**config.mk**
```make
export PLATFORM = sky130hd
export DESIGN_NAME = diag_tile_addr_gen
export DESIGN_NICKNAME = d
export VERILOG_FILES = /design/src/rtl/diag_tile_pkg.sv /design/src/rtl/diag_tile_walker.sv /design/src/rtl/diag_beat_seq.sv /design/src/rtl/diag_addr_calc.sv /design/src/rtl/diag_tile_addr_gen.sv
export SDC_FILE = /design/constraint.sdc
export NUM_CORES = 1
export LEC_CHECK = 0
export ABC_CLOCK_PERIOD_IN_PS = 5900
export BUFFER_PORTS_ARGS = -buffer_cell sky130_fd_sc_hd__buf_2
export CAP_MARGIN = 40
export CORE_UTILIZATION = 55
export CTS_CLUSTER_SIZE = 14
export DETAILED_ROUTE_END_ITERATION = 12
export PLACE_DENSITY_LB_ADDON = 0.1
export REMOVE_ABC_BUFFERS = 1
export SYNTH_ARGS = -nofsm -noshare
export SYNTH_HDL_FRONTEND = slang
export SYNTH_SLANG_ARGS = --single-unit
```
**constraint.sdc**
```tcl
create_clock -name clk -period 5.9 [get_ports clk]
set_clock_uncertainty 0.05 [all_clocks]
set_input_delay 0.59 -clock clk [delete_from_list [all_inputs] [get_ports clk]]
set_output_delay 0.59 -clock clk [all_outputs]
set_load 0.02 [all_outputs]
```
**src/rtl/diag_tile_pkg.sv**
```systemverilog
package diag_tile_pkg;

    localparam int DEF_TILE       = 32;
    localparam int DEF_LANES      = 8;
    localparam int DEF_GRID_BITS  = 6;
    localparam int DEF_ELEM_BYTES = 4;
    localparam int DEF_PART_BYTES = 256;
    localparam int DEF_NUM_PARTS  = 8;

    typedef enum logic {
        ST_IDLE = 1'b0,
        ST_RUN  = 1'b1
    } run_state_t;

endpackage

```
**src/rtl/diag_tile_walker.sv**
```systemverilog
module diag_tile_walker #(
    parameter int GRID_BITS = 6
) (
    input  logic                 clk,
    input  logic                 rst,
    input  logic                 load,
    input  logic                 adv,
    input  logic [GRID_BITS-1:0] gw,
    input  logic [GRID_BITS-1:0] gh,
    output logic [GRID_BITS-1:0] tile_row,
    output logic [GRID_BITS-1:0] tile_col,
    output logic                 last_tile
);
    // rem = issue index mod gh, quo = issue index / gh, col tracks (quo + rem) mod gw.
    // For a square grid gw == gh, so this reduces to the square-grid diagonal mapping.
    logic [GRID_BITS-1:0] rem_q, quo_q, col_q;
    logic [GRID_BITS-1:0] quo_inc, col_inc;
    logic                 rem_wrap;

    assign rem_wrap = (rem_q == gh - GRID_BITS'(1));
    assign quo_inc  = quo_q + GRID_BITS'(1);
    assign col_inc  = col_q + GRID_BITS'(1);

    always_ff @(posedge clk) begin
        if (rst || load) begin
            rem_q <= '0;
            quo_q <= '0;
            col_q <= '0;
        end else if (adv) begin
            if (rem_wrap) begin
                rem_q <= '0;
                quo_q <= quo_inc;
                col_q <= (quo_inc == gw) ? '0 : quo_inc;
            end else begin
                rem_q <= rem_q + GRID_BITS'(1);
                col_q <= (col_inc == gw) ? '0 : col_inc;
            end
        end
    end

    assign tile_row  = rem_q;
    assign tile_col  = col_q;
    assign last_tile = rem_wrap && (quo_q == gw - GRID_BITS'(1));

    AST_ROW_STEP: assert property (@(posedge clk) disable iff (rst)
        (adv && !load && !rem_wrap) |=> (rem_q == $past(rem_q) + GRID_BITS'(1)));

    AST_ROW_WRAP: assert property (@(posedge clk) disable iff (rst)
        (adv && !load && rem_wrap) |=> (rem_q == '0 && col_q == (($past(quo_q) + GRID_BITS'(1) == gw) ? '0 : $past(quo_q) + GRID_BITS'(1))));

endmodule

```
**src/rtl/diag_beat_seq.sv**
```systemverilog
module diag_beat_seq #(
    parameter int TILE  = 32,
    parameter int LANES = 8
) (
    input  logic                     clk,
    input  logic                     rst,
    input  logic                     load,
    input  logic                     adv,
    output logic [$clog2(TILE)-1:0]  col_off,
    output logic [$clog2(TILE)-1:0]  row_off,
    output logic                     last_beat
);
    localparam int TB    = $clog2(TILE);
    localparam int STEPS = TILE / LANES;
    localparam int LB    = (LANES > 1) ? $clog2(LANES) : 1;
    localparam int SB    = (STEPS > 1) ? $clog2(STEPS) : 1;

    logic [TB-1:0] col_q;
    logic [LB-1:0] lane_q;
    logic [SB-1:0] step_q;
    logic          col_end, lane_end, step_end;

    assign col_end  = (col_q  == TB'(TILE - 1));
    assign lane_end = (lane_q == LB'(LANES - 1));
    assign step_end = (step_q == SB'(STEPS - 1));

    always_ff @(posedge clk) begin
        if (rst || load) begin
            col_q  <= '0;
            lane_q <= '0;
            step_q <= '0;
        end else if (adv) begin
            col_q <= col_end ? '0 : col_q + TB'(1);
            if (col_end) begin
                lane_q <= lane_end ? '0 : lane_q + LB'(1);
                if (lane_end)
                    step_q <= step_end ? '0 : step_q + SB'(1);
            end
        end
    end

    assign col_off   = col_q;
    assign row_off   = TB'(int'(step_q) * LANES + int'(lane_q));
    assign last_beat = col_end && lane_end && step_end;

    AST_COL_WRAP: assert property (@(posedge clk) disable iff (rst)
        (adv && !load && col_end) |=> (col_off == '0));

    AST_ROW_ADVANCE: assert property (@(posedge clk) disable iff (rst)
        (adv && !load && col_end && !last_beat) |=> (row_off == $past(row_off) + TB'(1)));

endmodule

```
**src/rtl/diag_addr_calc.sv**
```systemverilog
module diag_addr_calc #(
    parameter int GRID_BITS  = 6,
    parameter int TILE       = 32,
    parameter int ELEM_BYTES = 4,
    parameter int PART_BYTES = 256,
    parameter int NUM_PARTS  = 8
) (
    input  logic [GRID_BITS-1:0]                       gw,
    input  logic [GRID_BITS-1:0]                       gh,
    input  logic [GRID_BITS-1:0]                       tile_row,
    input  logic [GRID_BITS-1:0]                       tile_col,
    input  logic [$clog2(TILE)-1:0]                    col_off,
    input  logic [$clog2(TILE)-1:0]                    row_off,
    output logic [2*(GRID_BITS+$clog2(TILE))-1:0]      src_addr,
    output logic [2*(GRID_BITS+$clog2(TILE))-1:0]      dst_addr,
    output logic [$clog2(NUM_PARTS)-1:0]               dst_part
);
    localparam int TB         = $clog2(TILE);
    localparam int COORD_W    = GRID_BITS + TB;
    localparam int ADDR_W     = 2 * COORD_W;
    localparam int PART_SHIFT = $clog2(PART_BYTES / ELEM_BYTES);
    localparam int PART_BITS  = $clog2(NUM_PARTS);

    // Tile sizes are powers of two, so tile*TILE + offset is a concatenation.
    logic [ADDR_W-1:0] src_x, src_y, dst_x, dst_y, src_stride, dst_stride;

    always_comb begin
        src_x      = ADDR_W'({tile_col, col_off});
        src_y      = ADDR_W'({tile_row, row_off});
        dst_x      = ADDR_W'({tile_row, col_off});
        dst_y      = ADDR_W'({tile_col, row_off});
        src_stride = ADDR_W'({gw, TB'(0)});
        dst_stride = ADDR_W'({gh, TB'(0)});
        src_addr   = src_x + src_y * src_stride;
        dst_addr   = dst_x + dst_y * dst_stride;
        dst_part   = dst_addr[PART_SHIFT +: PART_BITS];
    end

endmodule

```
**src/rtl/diag_tile_addr_gen.sv**
```systemverilog
module diag_tile_addr_gen
    import diag_tile_pkg::*;
#(
    parameter int GRID_BITS  = DEF_GRID_BITS,
    parameter int TILE       = DEF_TILE,
    parameter int LANES      = DEF_LANES,
    parameter int ELEM_BYTES = DEF_ELEM_BYTES,
    parameter int PART_BYTES = DEF_PART_BYTES,
    parameter int NUM_PARTS  = DEF_NUM_PARTS
) (
    input  logic                                       clk,
    input  logic                                       rst,
    input  logic                                       start,
    input  logic [GRID_BITS-1:0]                       grid_w,
    input  logic [GRID_BITS-1:0]                       grid_h,
    input  logic                                       ready,
    output logic                                       valid,
    output logic [GRID_BITS-1:0]                       src_tile_row,
    output logic [GRID_BITS-1:0]                       src_tile_col,
    output logic [GRID_BITS-1:0]                       dst_tile_row,
    output logic [GRID_BITS-1:0]                       dst_tile_col,
    output logic [2*(GRID_BITS+$clog2(TILE))-1:0]      src_addr,
    output logic [2*(GRID_BITS+$clog2(TILE))-1:0]      dst_addr,
    output logic [$clog2(NUM_PARTS)-1:0]               dst_part,
    output logic                                       done
);
    localparam int TB = $clog2(TILE);

    run_state_t           state_q;
    logic [GRID_BITS-1:0] gw_q, gh_q;
    logic                 done_q;
    logic                 accept, fire, finish;
    logic                 last_beat, last_tile;
    logic [TB-1:0]        col_off, row_off;

    assign accept = start && (state_q == ST_IDLE) && (grid_w != '0) && (grid_h != '0);
    assign valid  = (state_q == ST_RUN);
    assign fire   = valid && ready;
    assign finish = fire && last_beat && last_tile;

    always_ff @(posedge clk) begin
        if (rst) begin
            state_q <= ST_IDLE;
            gw_q    <= '0;
            gh_q    <= '0;
            done_q  <= 1'b0;
        end else begin
            done_q <= finish;
            if (accept) begin
                state_q <= ST_RUN;
                gw_q    <= grid_w;
                gh_q    <= grid_h;
            end else if (finish) begin
                state_q <= ST_IDLE;
            end
        end
    end

    assign done = done_q;

    diag_tile_walker #(.GRID_BITS(GRID_BITS)) u_walker (
        .clk       (clk),
        .rst       (rst),
        .load      (accept),
        .adv       (fire && last_beat),
        .gw        (gw_q),
        .gh        (gh_q),
        .tile_row  (src_tile_row),
        .tile_col  (src_tile_col),
        .last_tile (last_tile)
    );

    diag_beat_seq #(.TILE(TILE), .LANES(LANES)) u_beats (
        .clk       (clk),
        .rst       (rst),
        .load      (accept),
        .adv       (fire),
        .col_off   (col_off),
        .row_off   (row_off),
        .last_beat (last_beat)
    );

    diag_addr_calc #(
        .GRID_BITS  (GRID_BITS),
        .TILE       (TILE),
        .ELEM_BYTES (ELEM_BYTES),
        .PART_BYTES (PART_BYTES),
        .NUM_PARTS  (NUM_PARTS)
    ) u_addr (
        .gw       (gw_q),
        .gh       (gh_q),
        .tile_row (src_tile_row),
        .tile_col (src_tile_col),
        .col_off  (col_off),
        .row_off  (row_off),
        .src_addr (src_addr),
        .dst_addr (dst_addr),
        .dst_part (dst_part)
    );

    assign dst_tile_row = src_tile_col;
    assign dst_tile_col = src_tile_row;

    AST_HOLD_STALL: assert property (@(posedge clk) disable iff (rst)
        (valid && !ready) |=> (valid && $stable(src_addr) && $stable(dst_addr) && $stable(src_tile_row) && $stable(src_tile_col)));

    AST_DONE_PULSE: assert property (@(posedge clk) disable iff (rst)
        done |=> !done);

    AST_DONE_IDLE: assert property (@(posedge clk) disable iff (rst)
        done |-> !valid);

    AST_BUSY_START: assert property (@(posedge clk) disable iff (rst)
        (valid && start && !finish) |=> (valid && $stable(gw_q) && $stable(gh_q)));

    AST_TILE_RANGE: assert property (@(posedge clk) disable iff (rst)
        valid |-> (src_tile_row < gh_q && src_tile_col < gw_q));

    AST_ZERO_DIM: assert property (@(posedge clk) disable iff (rst)
        (!valid && start && (grid_w == '0 || grid_h == '0)) |=> !valid);

endmodule

```
==> impl_metrics.ini, run 1 <==
[timing]
max_slew_margin_pct = 56.2
whs_ns = 0.441
fin_crit_sh_pct = 95.4
fmax_mhz = 178
finalMaxSlewViolations = 0
setup_viol_count_final = 0
period_needed_ns = 5.63
worst_pin_slew_ns = 0.657
hold_viol = 0
setup_tns_ns = 0

[finish]
seq_area_um2 = 856
multi_input_comb_area_mm2 = 0.00581
final_nets = 1124
antenna_cells = 0
drive_gt1_share_pct = 15.2
stdcell_count = 1133
nFillCells = 1152
syn2layout_area_growth_pct = 10.6

[synth]
ys_seq_area_share_pct = 11.4
synthesis.instances = 902
async_reset_ff_share_pct = 0
ys.flop_type = dfxtp_1
synth_edf_count = 0
synth_area_mm2 = 0.00738
yosysUniqueCellTypes = 59
synth-seq-cells = 42
yosysWarnings = 0
syn_avg_cell_area_um2 = 8.19
synth_top_area_share_pct = 20.6
synth_area_leaders = fa_1, ha_1, dfxtp_1, and2_1, xnor2_1
yosys.area.top_type = fa_1

[die]
die_w_um = 118
core-area_mm2 = 0.0129
dieArea_mm2 = 0.0139
rows = 41
fp.dieH_um = 118
io-pin-count = 89
start_util_pct = 57.3

[pwr]
power_frac_comb_pct = 11.8
seqPwrFrac_pct = 40.2
switchingPower_w = 0.000181
power.total_w = 0.000763
ir_worst_vdd_mv = 0.121
p_clk_share_pct = 48.0
pwr_density_cell_mw_per_mm2 = 93.5
p_sw_share_pct = 23.7
p_leak_nw = 4.21
cellInternalPower_w = 0.000583

[min_path]
hold_class = flip-flop to flip-flop
whs_path_depth = 2

[critical_path]
cp-start-kind = flip-flop
required_ns = 5.26
critPathArrivalTime_ns = 4.99
critPathMaxFanout = 9
slowest_delay_ns = 0.52
cp_top_family = adder cells
cp.depth = 17
critPathCaptureType = output port
cpMaxStageDelayCell = fa_1
reg2reg_depth = 10
worst-path-buf-inv = 4
reg2reg_slack_ns = 2.89
path_cells = inv_1, nor2_1, fa_1, fa_1, inv_1, fa_1, inv_1, ha_1, o21ai_0, o21ai_2, a2111oi_4, nor2_1, xor2_1, nand4_1, nor4_2, xnor2_1, buf_2
crit_type = flip-flop to output port

[place]
dp_hpwl_mm = 12.9
gp_congestion = 0.857
io_buffer_count = 88
dp_cells = 1125

[routing]
antenna_left = 0
viasPerCell = 5.32
wl_met1_mm = 8.13
first_pass_iters = 5
dr_wl_met2_mm = 6.85
drt-total-wl_mm = 15.9
num_vias = 6033
drcViolationCount = 0
wire_per_inst_um = 14.0
met3_length_um = 803
top_layer = met4
drt_iter0_drc = 320

[clock_tree]
htree_levels = 2
tritoncts = done
root_buffer = clkbuf_16
post_cts_buffers = 0
cts_made_buffers = 5
cts_buffer_depth = 2
path_clk_slew_ns = 0.06
cts.sinks = 42
worstSkewPairLatency_ns = 0.29

[global_routing]
grt_pass1_wl_mm = 27.4
antenna_found_initial = 0
grt_max_degree = 24
grt_pass1_vias = 5613
grt-ovfl-total = 0
grt_use_total_pct = 23.9

[flow_run]
maxCapViolations = 0

[outcome]
outcome = finished clean
per-stage QoR:
stage / setup WS, ns / utilization (%) / area [um2]
after CTS: 0.0556 / 63.0 / 8110
after detailed placement: 0.406 / 61.4 / 7910
after global routing: -0.0390 / 63.4 / 8170
after floorplan: 0.520 / - / 7070
final: 0.269 / 63.4 / 8170
after global placement: 0.469 / 61.4 / 7910
power by group through the flow:
stage | combinational (W) | clock (W) | sequential (W)
after floorplan | 0.0000501 | 0 | 0.000313
after global placement | 0.0000886 | 0 | 0.000312
after detailed placement | 0.0000891 | 0 | 0.000312
after CTS | 0.0000897 | 0.000371 | 0.000306
after global routing | 0.000100 | 0.000383 | 0.000309
final | 0.0000898 | 0.000366 | 0.000307
registers in the layout, summed over array words and instances, names as in the netlist:
signal             flops
u_beats.lane_q         3
u_walker.tile_col      6
valid                  1
u_walker.tile_row      6
u_beats.step_q         2
u_beats.col_off        5
gw_q                   6
done                   1
u_walker.quo_q         6
gh_q                   6
Yosys cell counts, drive strengths merged (4+ instances only):
| master | n |
|---|---|
| inv | 121 |
| and2 | 113 |
| fa | 76 |
| ha | 72 |
| nor2 | 58 |
| xnor2 | 54 |
| nand2 | 52 |
| dfxtp | 42 |
| xor2 | 40 |
| clkbuf | 37 |
| a21oi | 31 |
| nor3 | 26 |
| buf | 25 |
| o21ai | 25 |
| nand3 | 19 |
| mux2i | 13 |
| and3 | 10 |
| nand4 | 10 |
| a21o | 9 |
| o21bai | 7 |
| a31oi | 5 |
| nand2b | 5 |
| a211oi | 4 |
| o221ai | 4 |
worst min-delay path, stage by stage (launching register included):
cell     delay (ns)
dfxtp_1        0.33
nand2_1        0.06
a21oi_1        0.05
routing by layer:
metal / global-route usage, % / vias to the layer above
li1: - / 3013
met1: 37.4 / 2853
met2: 36.4 / 159
met3: 2.03 / 8
met4: 2.80 / 0
met5: 0 / -
layout make-up:
class / instances / area share, %
multi-input combinational: 677 / 71.2
sequential: 42 / 10.5
timing repair buffer: 113 / 7.69
inverter: 121 / 5.56
tap: 172 / 2.64
clock buffer: 6 / 1.70
clock inverter: 2 / 0.735
path summary, 6_finish.rpt:
| path | startpoint | endpoint |
|---|---|---|
| setup / recovery | gw_q[0]$_SDFFE_PP0P_ | src_addr[20] |
| hold reg to reg | u_beats.col_off[4]$_SDFFE_PP0P_ | u_beats.col_off[4]$_SDFFE_PP0P_ |
| hold / removal | u_beats.col_off[4]$_SDFFE_PP0P_ | u_beats.col_off[4]$_SDFFE_PP0P_ |
| setup reg to reg | gh_q[0]$_SDFFE_PP0P_ | valid$_SDFFE_PP0P_ |
repair_timing:
action / 4_1_cts / 5_1_grt
setup endpoints to repair: 0 / 7
hold endpoints to repair: 0 / 0
resized for setup: 0 / 19
hold buffers: 0 / 0
logic make-up after synthesis:
group	count (synthesis)	share of synthesized area (%)
adders and majority gates	148	32.8
xor gates and xnor gates	94	11.2
buffers and inverters	183	10.4
DFF	42	11.4
and+or+nand+nor	313	22.5
muxes	13	1.76
AOI/OAI and AO/OA	109	9.91
cell usage in the layout, fill, tap and decap left out, types with 2 or more instances in the layout:
cell type	count
bufinv_16	2
inv_1	121
or4_1	2
nor2b_1	3
a21oi_1	31
o21bai_1	7
mux2i_1	13
ha_1	72
xor2_1	40
nor2_1	58
a211o_1	3
nand2_1	52
nor3b_1	3
nand3_1	19
nand4_1	10
a2111oi_4	2
a211oi_1	3
a21o_1	9
dfxtp_2	12
nand2b_1	5
fa_1	76
dfxtp_1	30
buf_2	88
a22oi_1	3
a31oi_1	5
xnor2_1	54
o32ai_1	2
o21ai_0	23
clkbuf_16	5
and2_1	113
o21a_1	2
and3_1	10
buf_4	25
nor3_1	25
o221ai_1	4
Note: power is estimated with default switching activity, not from simulation.
==> run 2, diff against run 1 <==
- PLACE_DENSITY: unset -> 0.85
- PLACE_DENSITY_LB_ADDON: 0.1 -> unset
==> impl_metrics.ini, run 2 (same netlist as run 1, synthesis figures left out) <==
[timing]
setup_viol_count_final = 0
period_needed_ns = 5.67
hold_viol = 0
worst_pin_slew_ns = 0.651
fmax_mhz = 176
fin_crit_sh_pct = 96.1
max_slew_margin_pct = 56.6
finalMaxSlewViolations = 0

[global_routing]
grt_pass1_vias = 5923
grt_use_total_pct = 23.7
grt-ovfl-total = 0
grt_max_degree = 24
grt_pass1_wl_mm = 27.4
antenna_found_initial = 0

[critical_path]
crit_type = flip-flop to output port
reg2reg_depth = 10
critPathMaxFanout = 14
reg2reg_slack_ns = 2.66
critPathArrivalTime_ns = 5.03
regToRegEndpoint = valid$_SDFFE_PP0P_
cp-start-kind = flip-flop
critPathCaptureType = output port
critPathLaunch = gw_q[5]$_SDFFE_PP0P_
regToRegStartpoint = gh_q[0]$_SDFFE_PP0P_
required_ns = 5.26

[min_path]
min_from = u_beats.col_off[4]$_SDFFE_PP0P_
whs_path_depth = 2
hold_class = flip-flop to flip-flop
hold-path-endpoint = u_beats.col_off[4]$_SDFFE_PP0P_

[pwr]
pwr_density_cell_mw_per_mm2 = 84.2
switchingPower_w = 0.000195
power.total_w = 0.000681
seqPwrFrac_pct = 45.2
power_frac_comb_pct = 13.2
p_leak_nw = 4.16
p_sw_share_pct = 28.7
p_clk_share_pct = 41.6
cellInternalPower_w = 0.000486
ir_worst_vdd_mv = 0.123

[routing]
drt_iter0_drc = 349
wire_per_inst_um = 14.5
antenna_left = 0
first_pass_iters = 7
viasPerCell = 5.51
num_vias = 6223
drt-total-wl_mm = 16.4
drcViolationCount = 0

[clock_tree]
root_buffer = clkbuf_16
worstSkewPairLatency_ns = 0.29
post_cts_buffers = 0
tritoncts = done
cts_buffer_depth = 2
cts.sinks = 42
cts_made_buffers = 5
path_clk_slew_ns = 0.07
htree_levels = 2

[finish]
drive_gt1_share_pct = 14.7
nFillCells = 1054
antenna_cells = 0
final_nets = 1120
seq_area_um2 = 858
design_area_mm2 = 0.00808
final_common_cell = inv_1
syn2layout_area_growth_pct = 9.49
final_cell_mix = inv_1, and2_1, buf_2
multi_input_comb_area_mm2 = 0.00581

[die]
core-area_mm2 = 0.0129
start_util_pct = 57.3
fp.dieH_um = 118
die_w_um = 118
dieArea_mm2 = 0.0139
rows = 41
io-pin-count = 89

[flow_run]
maxCapViolations = 0

[place]
io_buffer_count = 88
dp_hpwl_mm = 12.9
place_area_mm2 = 0.00788
gp_congestion = 0.930

[outcome]
outcome = finished clean
==> run 2: worst max-delay path by stage <==
stage | to | slack, ns | depth (start not counted)
2_1_floorplan | src_addr[21] | 0.52 | 16
3_3_place_gp | src_addr[20] | 0.41 | 15
3_5_place_dp | src_addr[20] | 0.32 | 15
4_1_cts | src_addr[20] | 0.006 | 15
5_1_grt | src_addr[20] | -0.03 | 15
6_report | src_addr[20] | 0.23 | 15
==> run 2: repair_timing <==
item,4_1_cts,5_1_grt
hold buffers,0,0
setup endpoints to repair,0,7
resized for setup,0,19
==> run 2: cell type report <==
cell class | instances | share of cell area, %
clock inverters | 3 | 0.294
inverters | 121 | 5.62
clock buffers | 5 | 1.55
multi-input cells | 677 | 71.9
flip-flops and latches | 42 | 10.6
repair buffers | 109 | 7.40
well taps | 172 | 2.66
==> run 2: per-layer routing <==
metal  global-route usage (%)  vias to the layer above  share of wire [%]
met5                        0                        -                  0
met4                     4.65                        0                1.7
met3                     3.44                       26                5.4
met1                     32.2                     2988                 45
met2                     40.2                      199                 48
li1                         -                     3010                  -
==> run 2: power by group through the flow <==
stage	Combinational [W]	Clock, W	Sequential [W]
6_report	0.0000899	0.000283	0.000308
2_1_floorplan	0.0000501	0	0.000313
3_5_place_dp	0.0000869	0	0.000313
3_3_place_gp	0.0000847	0	0.000312
4_1_cts	0.0000874	0.000283	0.000307
5_1_grt	0.0000970	0.000296	0.000310
==> run 2: worst max-delay path, stage by stage, from the launching register on <==
cell and delay [ns]:
dfxtp_2 0.49, nand2_1 0.13, fa_1 0.53, fa_1 0.53
fa_1 0.54, inv_1 0.04, ha_1 0.36, a211oi_2 0.31
o21ai_2 0.13, a2111oi_4 0.40, nor2_1 0.10, xor2_1 0.28
nand4_1 0.24, nor4_2 0.32, xnor2_1 0.14, buf_2 0.18
==> run 2: stage by stage <==
step                hold WS (ns)  std cells  setup WS [ns]  utilization, %  TNS [ns]
detailed placement         0.434       1121          0.318            61.2         0
global placement           0.424       1121          0.412            61.2         0
CTS                        0.445       1129        0.00559            62.4         0
floorplan                  0.483        840          0.520               -         0
global route               0.507       1129        -0.0327            62.8   -0.0767
finish                     0.447       1129          0.227            62.8         0
==> run 3, diff against run 2 <==
- ABC_CLOCK_PERIOD_IN_PS: 5900 -> 6850
- clock period: 5.9 -> 6.85 ns (I/O delays scaled with it)
==> impl_metrics.ini, run 3 (same netlist as run 1, synthesis figures left out) <==
[outcome]
outcome = finished clean

[clock_tree]
cts_hold_buf = 0
path_clk_slew_ns = 0.06
cts_resized = 0
tritoncts = done
htree_levels = 2
post_cts_buffers = 0
cts_buffer_depth = 2
cts_made_buffers = 5
root_buffer = clkbuf_16
worstSkewPairLatency_ns = 0.28
cts.sinks = 42

[pwr]
pwr_density_cell_mw_per_mm2 = 71.5
ir_worst_vdd_mv = 0.107
p_leak_nw = 4.05

[critical_path]
critPathArrivalTime_ns = 5.43
required_ns = 6.11
critPathMaxFanout = 22
critPathCaptureType = output port
reg2reg_slack_ns = 3.69
crit_type = flip-flop to output port
cp-start-kind = flip-flop

[timing]
fmax_mhz = 162
period_needed_ns = 6.17
hold_viol = 0
worst_pin_slew_ns = 0.754
max_slew_margin_pct = 49.7
setup_viol_count_final = 0
grt_setup_unrepaired = no
fin_crit_sh_pct = 90.0
setup_tns_ns = 0
finalMaxSlewViolations = 0

[place]
dp_hpwl_mm = 12.3
io_buffer_count = 88
gp_congestion = 0.868

[routing]
first_pass_iters = 5
viasPerCell = 5.53
drcViolationCount = 0
num_vias = 6143
drt_iter0_drc = 351
dr_wl_met2_mm = 7.52
antenna_left = 0
wl_met1_mm = 6.98
drt-total-wl_mm = 15.5
top_layer = met4
met3_length_um = 808
wire_per_inst_um = 13.9

[die]
core-area_mm2 = 0.0129
rows = 41
start_util_pct = 57.3
io-pin-count = 89
dieArea_mm2 = 0.0139
die_w_um = 118
fp.dieH_um = 118

[finish]
antenna_cells = 0
final_nets = 1102
final_cell_mix = inv_1, and2_1, buf_2
utilization_pct = 61.3
drive_gt1_share_pct = 11.2
final_common_cell = inv_1
syn2layout_area_growth_pct = 6.83

[global_routing]
grt-ovfl-total = 0
grt_pass1_wl_mm = 27.4
grt_pass1_vias = 6016
antenna_found_initial = 0
grt_use_total_pct = 23.4
grt_max_degree = 24

[flow_run]
maxCapViolations = 0

[min_path]
hold_class = flip-flop to flip-flop
run 3: worst paths after layout:
kind                                         from                              end  cells after the start
setup / recovery             gw_q[2]$_SDFFE_PP0P_                     src_addr[20]                     16
hold / removal    u_beats.col_off[4]$_SDFFE_PP0P_  u_beats.col_off[4]$_SDFFE_PP0P_                      2
setup reg to reg             gh_q[0]$_SDFFE_PP0P_   u_walker.quo_q[3]$_SDFFE_PP0P_                      9
hold reg to reg   u_beats.col_off[4]$_SDFFE_PP0P_  u_beats.col_off[4]$_SDFFE_PP0P_                      2
run 3: critical path: stages, from the launching register on:
cell and delay, ns:
dfxtp_1 0.81, and2_1 0.26, fa_1 0.39, inv_1 0.07, fa_1 0.44, fa_1 0.56
inv_1 0.04, ha_1 0.34, a211oi_1 0.32, o21ai_1 0.16, a2111oi_2 0.48, nor2_1 0.09
xor2_1 0.25, nand4_1 0.22, nor4_1 0.37, xnor2_1 0.16, buf_2 0.18
run 3: metal layers:
layer | up-vias | GRT usage (%)
li1 | 2971 | -
met1 | 2974 | 32.1
met2 | 186 | 40.4
met3 | 12 | 2.57
met4 | 0 | 3.29
met5 | - | 0
run 3: metrics by stage:
step / instance area (um2) / std cells / setup slack, ns / hold slack, ns / power [W]
after global routing: 7890 / 1111 / 0.258 / 0.486 / 0.000586
final: 7890 / 1111 / 0.685 / 0.435 / 0.000564
after floorplan: 7070 / 840 / 1.38 / 0.483 / 0.000313
after CTS: 7890 / 1111 / 0.682 / 0.439 / 0.000564
after global placement: 7740 / 1103 / 1.17 / 0.427 / 0.000336
after detailed placement: 7740 / 1103 / 0.994 / 0.429 / 0.000339
run 3: layout make-up:
| class | instances | area [um2] |
|---|---|---|
| Clock inverter | 2 | 13.8 |
| Inverter | 121 | 454 |
| Timing Repair Buffer | 91 | 463 |
| Fill cell | 1080 | 4990 |
| Sequential cell | 42 | 841 |
| Tap cell | 172 | 215 |
| Clock buffer | 6 | 129 |
| Multi-Input combinational cell | 677 | 5770 |
run 3: where the power goes:
group / switching [W] / leakage, nW / total (W) / internal, W
Combinational: 0.0000343 / 3.64 / 0.0000622 / 0.0000279
Sequential: 0.0000225 / 0.341 / 0.000272 / 0.000250
Clock: 0.0000946 / 0.0708 / 0.000230 / 0.000135
Total: 0.000151 / 4.05 / 0.000564 / 0.000413
